`src/rtl/csa7_pkg.sv`:
```
package csa7_pkg;
  localparam int N_OPS = 7;
  localparam int OP_W  = 6;
  localparam int MAX_TOTAL = N_OPS * ((1 << OP_W) - 1);
  localparam int SUM_W = $clog2(MAX_TOTAL + 1);
  // bit 0 leaves the tree resolved; the CPA covers the remaining weights but the top one
  localparam int CPA_W = SUM_W - 2;

  typedef logic [N_OPS-1:0][OP_W-1:0] opvec_t;
  typedef logic [SUM_W-1:0]           sum_t;

  function automatic sum_t ref_total(input opvec_t v);
    sum_t acc;
    acc = '0;
    for (int k = 0; k < N_OPS; k++) acc = acc + sum_t'(v[k]);
    return acc;
  endfunction
endpackage

```
`src/rtl/csa7_fa.sv`:
```
module csa7_fa (
  input  logic a,
  input  logic b,
  input  logic ci,
  output logic s,
  output logic co
);
  always_comb begin
    s  = a ^ b ^ ci;
    co = (a & b) | (ci & (a ^ b));
    // three dots in, weighted value preserved in {carry, sum}
    p_fa_count_r2: assert ({co, s} == 2'(a) + 2'(b) + 2'(ci))
      else $error("full adder cell lost weight");
  end
endmodule

```
`src/rtl/csa7_ha.sv`:
```
module csa7_ha (
  input  logic a,
  input  logic b,
  output logic s,
  output logic co
);
  always_comb begin
    s  = a ^ b;
    co = a & b;
    p_ha_count_r3: assert ({co, s} == 2'(a) + 2'(b))
      else $error("half adder cell lost weight");
  end
endmodule

```
`src/rtl/csa7_cpa.sv`:
```
module csa7_cpa #(
  parameter int W = 7
) (
  input  logic [W-1:0] a,
  input  logic [W-1:0] b,
  output logic [W:0]   total
);
  logic [W:0] carry;
  assign carry[0] = 1'b0;

  for (genvar i = 0; i < W; i++) begin : g_bit
    csa7_fa u_fa (
      .a (a[i]),
      .b (b[i]),
      .ci(carry[i]),
      .s (total[i]),
      .co(carry[i+1])
    );
  end

  assign total[W] = carry[W];
endmodule

```
`src/rtl/csa7_tree.sv`:
```
module csa7_tree
  import csa7_pkg::*;
(
  input  opvec_t operands,
  output sum_t   total
);
  // stage 1: two cells per column 0..5 (12 cells), operand 6 passes through
  logic [5:0] s1a, s1b, k1a, k1b;
  for (genvar c = 0; c < 6; c++) begin : g_st1
    csa7_fa u_lo (.a(operands[0][c]), .b(operands[1][c]), .ci(operands[2][c]),
                  .s(s1a[c]), .co(k1a[c]));
    csa7_fa u_hi (.a(operands[3][c]), .b(operands[4][c]), .ci(operands[5][c]),
                  .s(s1b[c]), .co(k1b[c]));
  end

  // stage 2: one cell per column 0..5 (6 cells) on the same-column dots
  logic [5:0] s2, k2;
  for (genvar c = 0; c < 6; c++) begin : g_st2
    csa7_fa u_fa (.a(operands[6][c]), .b(s1a[c]), .ci(s1b[c]),
                  .s(s2[c]), .co(k2[c]));
  end

  // stage 3: one cell per column 1..6 (6 cells) on the stage-1 carries
  logic [6:1] s3, k3;
  for (genvar c = 1; c < 7; c++) begin : g_st3
    if (c == 6) begin : g_top
      csa7_fa u_fa (.a(k1a[5]), .b(k1b[5]), .ci(k2[5]), .s(s3[c]), .co(k3[c]));
    end else begin : g_mid
      csa7_fa u_fa (.a(k1a[c-1]), .b(k1b[c-1]), .ci(s2[c]), .s(s3[c]), .co(k3[c]));
    end
  end

  // stage 4: cells on columns 2..5 (4 cells) plus a half adder on column 6
  logic [5:2] s4, k4;
  logic       s4h, k4h;
  for (genvar c = 2; c < 6; c++) begin : g_st4
    csa7_fa u_fa (.a(k2[c-1]), .b(s3[c]), .ci(k3[c-1]), .s(s4[c]), .co(k4[c]));
  end
  csa7_ha u_ha6 (.a(s3[6]), .b(k3[5]), .s(s4h), .co(k4h));

  // two rows over columns 1..7, column 0 already holds one dot
  logic [CPA_W-1:0] row_a, row_b;
  logic [CPA_W:0]   cpa_out;
  assign row_a = {k3[6], s4h,   s4[5], s4[4], s4[3], s4[2], k2[0]};
  assign row_b = {k4h,   k4[5], k4[4], k4[3], k4[2], 1'b0,  s3[1]};

  csa7_cpa #(.W(CPA_W)) u_cpa (
    .a    (row_a),
    .b    (row_b),
    .total(cpa_out)
  );

  assign total = {cpa_out, s2[0]};
endmodule

```
`src/rtl/csa7_adder.sv`:
```
module csa7_adder
  import csa7_pkg::*;
#(
  parameter bit REG_OUT = 1'b1
) (
  input  logic                        clk,
  input  logic                        rst,
  input  logic                        in_valid_i,
  input  logic [N_OPS*OP_W-1:0]       operands_i,
  output logic [SUM_W-1:0]            sum_o,
  output logic                        out_valid_o
);
  opvec_t ops;
  sum_t   tree_sum;
  assign ops = opvec_t'(operands_i);

  csa7_tree u_tree (
    .operands(ops),
    .total   (tree_sum)
  );

  if (REG_OUT) begin : g_reg
    sum_t sum_q;
    logic vld_q;

    always_ff @(posedge clk) begin
      if (rst) begin
        sum_q <= '0;
        vld_q <= 1'b0;
      end else begin
        sum_q <= tree_sum;
        vld_q <= in_valid_i;
      end
    end

    assign sum_o       = sum_q;
    assign out_valid_o = vld_q;

    sum_t             ref_now;
    logic [N_OPS-1:0] lsb_col;
    always_comb begin
      ref_now = ref_total(ops);
      for (int k = 0; k < N_OPS; k++) lsb_col[k] = ops[k][0];
    end

    p_sum_exact_r1: assert property (@(posedge clk) disable iff (rst)
      1'b1 |=> (sum_o == $past(ref_now)));
    p_lsb_parity_r5: assert property (@(posedge clk) disable iff (rst)
      1'b1 |=> (sum_o[0] == ^$past(lsb_col)));
    p_valid_delay_r8: assert property (@(posedge clk) disable iff (rst)
      1'b1 |=> (out_valid_o == $past(in_valid_i)));
    p_reset_clear_r9: assert property (@(posedge clk)
      rst |=> (sum_o == '0 && !out_valid_o));
  end else begin : g_comb
    assign sum_o       = tree_sum;
    assign out_valid_o = in_valid_i;
  end
endmodule

```
`config.mk`:
```
export PLATFORM = sky130hd
export DESIGN_NAME = csa7_adder
export DESIGN_NICKNAME = d
export VERILOG_FILES = /design/src/rtl/csa7_pkg.sv /design/src/rtl/csa7_fa.sv /design/src/rtl/csa7_ha.sv /design/src/rtl/csa7_cpa.sv /design/src/rtl/csa7_tree.sv /design/src/rtl/csa7_adder.sv
export SDC_FILE = /design/constraint.sdc
export NUM_CORES = 1
export LEC_CHECK = 0
export BUFFER_PORTS_ARGS = -buffer_cell sky130_fd_sc_hd__buf_4
export CORE_MARGIN = 3
export CORE_UTILIZATION = 35
export CTS_CLUSTER_SIZE = 12
export DETAILED_ROUTE_END_ITERATION = 6
export PLACE_DENSITY = 0.74
export SLEW_MARGIN = 20
export SYNTH_ARGS = -nofsm -noshare
export SYNTH_HDL_FRONTEND = slang
export SYNTH_SLANG_ARGS = --single-unit
```
`constraint.sdc`:
```
create_clock -name clk -period 4.9 [get_ports clk]
set_input_delay 0.735 -clock clk [delete_from_list [all_inputs] [get_ports clk]]
set_output_delay 0.735 -clock clk [all_outputs]
set_load 0.1 [all_outputs]
```
After elaboration in Yosys (flattened, before gate mapping)
Cells that the tools add are included.
{"block": "classes", "bitwise": 171}
{"cell": "1-bit bitwise AND", "count": 69}
{"cell": "1-bit XOR", "count": 69}
{"cell": "1-bit bitwise OR", "count": 33}
{"block": "word_totals", "ff_bits": 10, "out_inout_bits": 10, "in_bits": 45, "word_cells": 173}

Longest topological paths before layout
{"block": "depth", "depth_word": 19, "mapped_depth": 13, "mapped_depth_nobuf": 13}

Modules after synthesis
From an unflattened synthesis, not the netlist that was laid out.
{"block": "unflattened", "cells_unflattened": 60, "area_unflattened_um2": 998.5}
{"mod": "csa7_fa", "seq_area_each_um2": 0.0, "area_each_um2": 20.0, "cells_each": 1, "instances": 35}
{"mod": "csa7_adder", "seq_area_each_um2": 200.2, "area_each_um2": 262.8, "cells_each": 20, "instances": 1}
{"mod": "csa7_ha", "seq_area_each_um2": 0.0, "area_each_um2": 12.5, "cells_each": 1, "instances": 1}
{"mod": "csa7_cpa", "seq_area_each_um2": 0.0, "area_each_um2": 11.3, "cells_each": 2, "instances": 1}
{"mod": "csa7_tree", "seq_area_each_um2": 0.0, "area_each_um2": 11.3, "cells_each": 2, "instances": 1}

Least setup slack after synthesis
OpenSTA, ideal clock, no wires.
{"block": "synth_timing", "path_type": "input port to flip-flop", "startpoint": "input port operands_i[2]", "endpoint": "register g_reg.sum_q[7], in the netlist sum_o[7]", "setup_ps": 114, "stages": 13, "slack_ps": -220, "required_time_ps": 4786, "arrival_ps": 5007, "n_path_buf": 0, "path_cell_list": "fa_1 fa_1 inv_1 fa_1 fa_1 inv_1 ha_1 fa_1 fa_1 fa_1 fa_1 fa_1 nor2b_1"}
{"block": "synth_between", "elab_chain_cells": 18, "elab_cells_between_ends": 47, "cone_classes": "bitwise (47)"}
{"element": "start: declaration", "line_no": "csa7_adder.sv:9", "source": "input logic [N_OPS*OP_W-1:0] operands_i,"}
{"element": "1-bit XOR", "line_no": "csa7_fa.sv:9, csa7_fa.sv:10"}
{"element": "1-bit XOR", "line_no": "csa7_fa.sv:9", "source": "s = a ^ b ^ ci;"}
{"element": "1-bit XOR", "line_no": "csa7_fa.sv:9, csa7_fa.sv:10"}
{"element": "1-bit XOR (2 in a row)", "line_no": "csa7_fa.sv:9"}
{"element": "1-bit XOR", "line_no": "csa7_fa.sv:9, csa7_fa.sv:10"}
{"element": "1-bit bitwise AND", "line_no": "csa7_fa.sv:10", "source": "co = (a & b) | (ci & (a ^ b));"}
{"element": "1-bit bitwise OR", "line_no": "csa7_fa.sv:10"}
{"element": "1-bit XOR", "line_no": "csa7_fa.sv:10"}
{"element": "[... 2 more ...]"}
{"element": "1-bit bitwise AND", "line_no": "csa7_fa.sv:10"}
{"element": "1-bit bitwise OR", "line_no": "csa7_fa.sv:10"}
{"element": "1-bit bitwise AND", "line_no": "csa7_fa.sv:10"}
{"element": "1-bit bitwise OR *", "line_no": "csa7_fa.sv:10"}
{"element": "1-bit bitwise AND *", "line_no": "csa7_fa.sv:10"}
{"element": "1-bit bitwise OR *", "line_no": "csa7_fa.sv:10"}
{"element": "1-bit XOR *", "line_no": "csa7_fa.sv:9"}
{"element": "via u_tree.u_cpa.g_bit[6].u_fa.s", "line_no": "csa7_fa.sv:5", "source": "output logic s,"}
{"element": "end signal: assignment", "line_no": "csa7_adder.sv:31", "source": "sum_q <= tree_sum;"}
{"element": "end: declaration", "line_no": "csa7_adder.sv:23", "source": "sum_t sum_q;"}
The timed path passes the listed nets; every way through them passes the cells marked *.
A chain may end at the register's enable or synchronous reset.

Worst setup path after layout
Same ends and word-level chain as after synthesis.

==> impl_metrics.yaml <==
outcome:
  outcome: "completed"
setup_path:
  critical_path.max_fanout: 1
  critPathLaunchType: "input port"
  cp-end-kind: "flip-flop"
  arrival_ns: 5.07
  required_ns: 5.10
  crit_type: "in -> reg"
final_layout:
  final_cell_mix: "buf_4 (52), inv_1 (38), fa_1 (28), dfxtp_1 (10), nor2b_1 (8)"
  finalNetCount: 234
  syn_to_final_growth_pct: 47.6
  finalInstanceArea_um2: 1630
  final_common_cell: "buf_4"
  multi_input_area_um2: 781
  fill_cells: 253
  antenna_cells: 0
  seqCellArea_um2: 200
  drive_above_1_share_pct: 42.8
floorplanning:
  fp-row-count: 19
  core_area_um2: 2880
  ioPinCount: 55
  start_util_pct: 38.3
  die_x_um: 62.1
  die_h_um: 62.1
  die_area_um2: 3860
sta:
  setup-tns-final_ns: 0
  max_freq_mhz: 205
  period_needed_ns: 4.87
  rsz0062_at_grt: "yes"
  worst_slew_pin_slew_ns: 0.281
  setup_viol: 0
  hold_viol_final: 0
  relSlewSlack_pct: 81.4
  period_share_pct: 99.5
  finalMaxSlewViolations: 0
clocking:
  cts_buffers: 3
  cts_root_buffer: "clkbuf_4"
  path_clk_slew_ns: 0.06
  hold_buffers: 0
  cts_tree: "yes"
  h-tree-depth: 1
  clk_path_buf_depth: 2
  cts_sinks: 10
pwr:
  p_comb_share_pct: 76.3
  power_switching_mw: 0.421
  ir_worst_vdd_uv: 212
  switching_share_pct: 52.0
  powerDensity_nw_per_um2: 498
  power.leakage_nw: 0.859
  clock_power_share_pct: 8.7
  pwr-share-seq_pct: 15.0
  internal_power_mw: 0.389
  power_mw: 0.810
global_route:
  grt_pass1_vias: 903
  grt_usage_pct: 11.3
  busiest_layer: "met2"
  gr-usage-met3_pct: 3.10
  grt_overflow: 0
  grtUsageMet1_pct: 10.3
  grt_max_degree: 11
  antenna_found_initial: 0
  met2_usage_pct: 24.4
  grt_pass1_wl_mm: 3.22
worst_hold_path:
  hp-class: "in -> reg"
drt:
  drt_pass1_iterations: 2
  drt_iter0_markers: 2
  drc: 0
  ant_nets: 0
  vias_per_cell: 4.10
  vias: 795
  drt-total-wl_mm: 1.96
  wl_per_cell_um: 10.1
synthesis:
  synth_seq_cells: 10
  syn_inst: 94
  synth_seq_area_share_pct: 18.2
  synth_area_um2: 1100
  yosysWarningCount: 0
  syn-mean-instance-area_um2: 11.7
  ys_types: 6
  synth.net_count: 175
place:
  io_buffers: 54
  dp_hpwl_mm: 1.98
  gp_congestion: 0.667
  postPlaceCellArea_um2: 1570
job:
  maxCapViolCount: 0
## through the flow
stage                     hold slack (ns)  setup slack, ns  std cells  utilization (%)
after floorplan                     0.802          -0.0609         94                -
after global placement              0.954           -0.233        190             54.5
after detailed placement            0.962           -0.320        190             54.5
after CTS                           0.690          -0.0402        194             55.8
after global routing                0.686           -0.136        194             56.5
final                               0.694           0.0255        194             56.5
## critical path, cell delays in order
cell	delay, ns
buf_6	0.09
fa_1	0.50
fa_1	0.51
inv_1	0.05
fa_1	0.46
fa_1	0.51
inv_1	0.04
ha_2	0.16
fa_2	0.33
fa_2	0.34
fa_2	0.35
fa_2	0.35
fa_2	0.52
nor2b_4	0.13
## cell type report
cell class                 instances  share of cell area (%)
inverter                          38                    8.78
clock buffer                       4                    2.23
sequential                        10                    12.3
timing repair buffer              54                    25.4
multi-input combinational         46                    48.0
tap                               42                    3.23
## synth_stat cells (all sizes together)
library cell,count,share of area (%)
fa,33,60
ha,3,3.4
dfxtp,10,18
nor2,1,0.34
inv,38,13
nor2b,9,5.1
## power groups by stage
stage               Clock [mW]  Sequential [mW]  Combinational, mW
floorplan                    0            0.332              0.257
CTS                     0.0724            0.122              0.623
global placement             0            0.124              0.597
finish                  0.0704            0.121              0.618
global route            0.0768            0.124              0.705
detailed placement           0            0.124              0.623
## sequential cells by signal, indices dropped and copies added, names as in the netlist
signal / cells
out_valid_o: 1
sum_o: 9
## cells by family (layout without fill, tap and decap cells)
group	after synthesis	in the layout	share of synthesized area [%]
buf+inv	38	96	13.0
fa+ha+maj	36	36	63.4
flops	10	10	18.2
simple gates	10	10	5.45
## worst paths after layout
path / start / end / slack, ns / cells past startpoint
setup / recovery: operands_i[2] / sum_o[7]$_SDFF_PP0_ / 0.03 / 14
hold / removal: in_valid_i / out_valid_o$_SDFF_PP0_ / 0.69 / 2
## per-layer routing
metal / up-vias / share of wire [%] / wire length, µm
met4: 0 / 1.0 / 20
met5: - / 0 / 0
met3: 2 / 11 / 220
met2: 46 / 57 / 1130
li1: 363 / - / -
met1: 384 / 30 / 592
## timing repair
action,in CTS,in global routing
pin swaps,0,1
endpoints found under the setup margin,1,2
gates resized for setup,0,5
gates cloned,0,0
buffers inserted,0,0
Power figures use the tool's default switching activity.
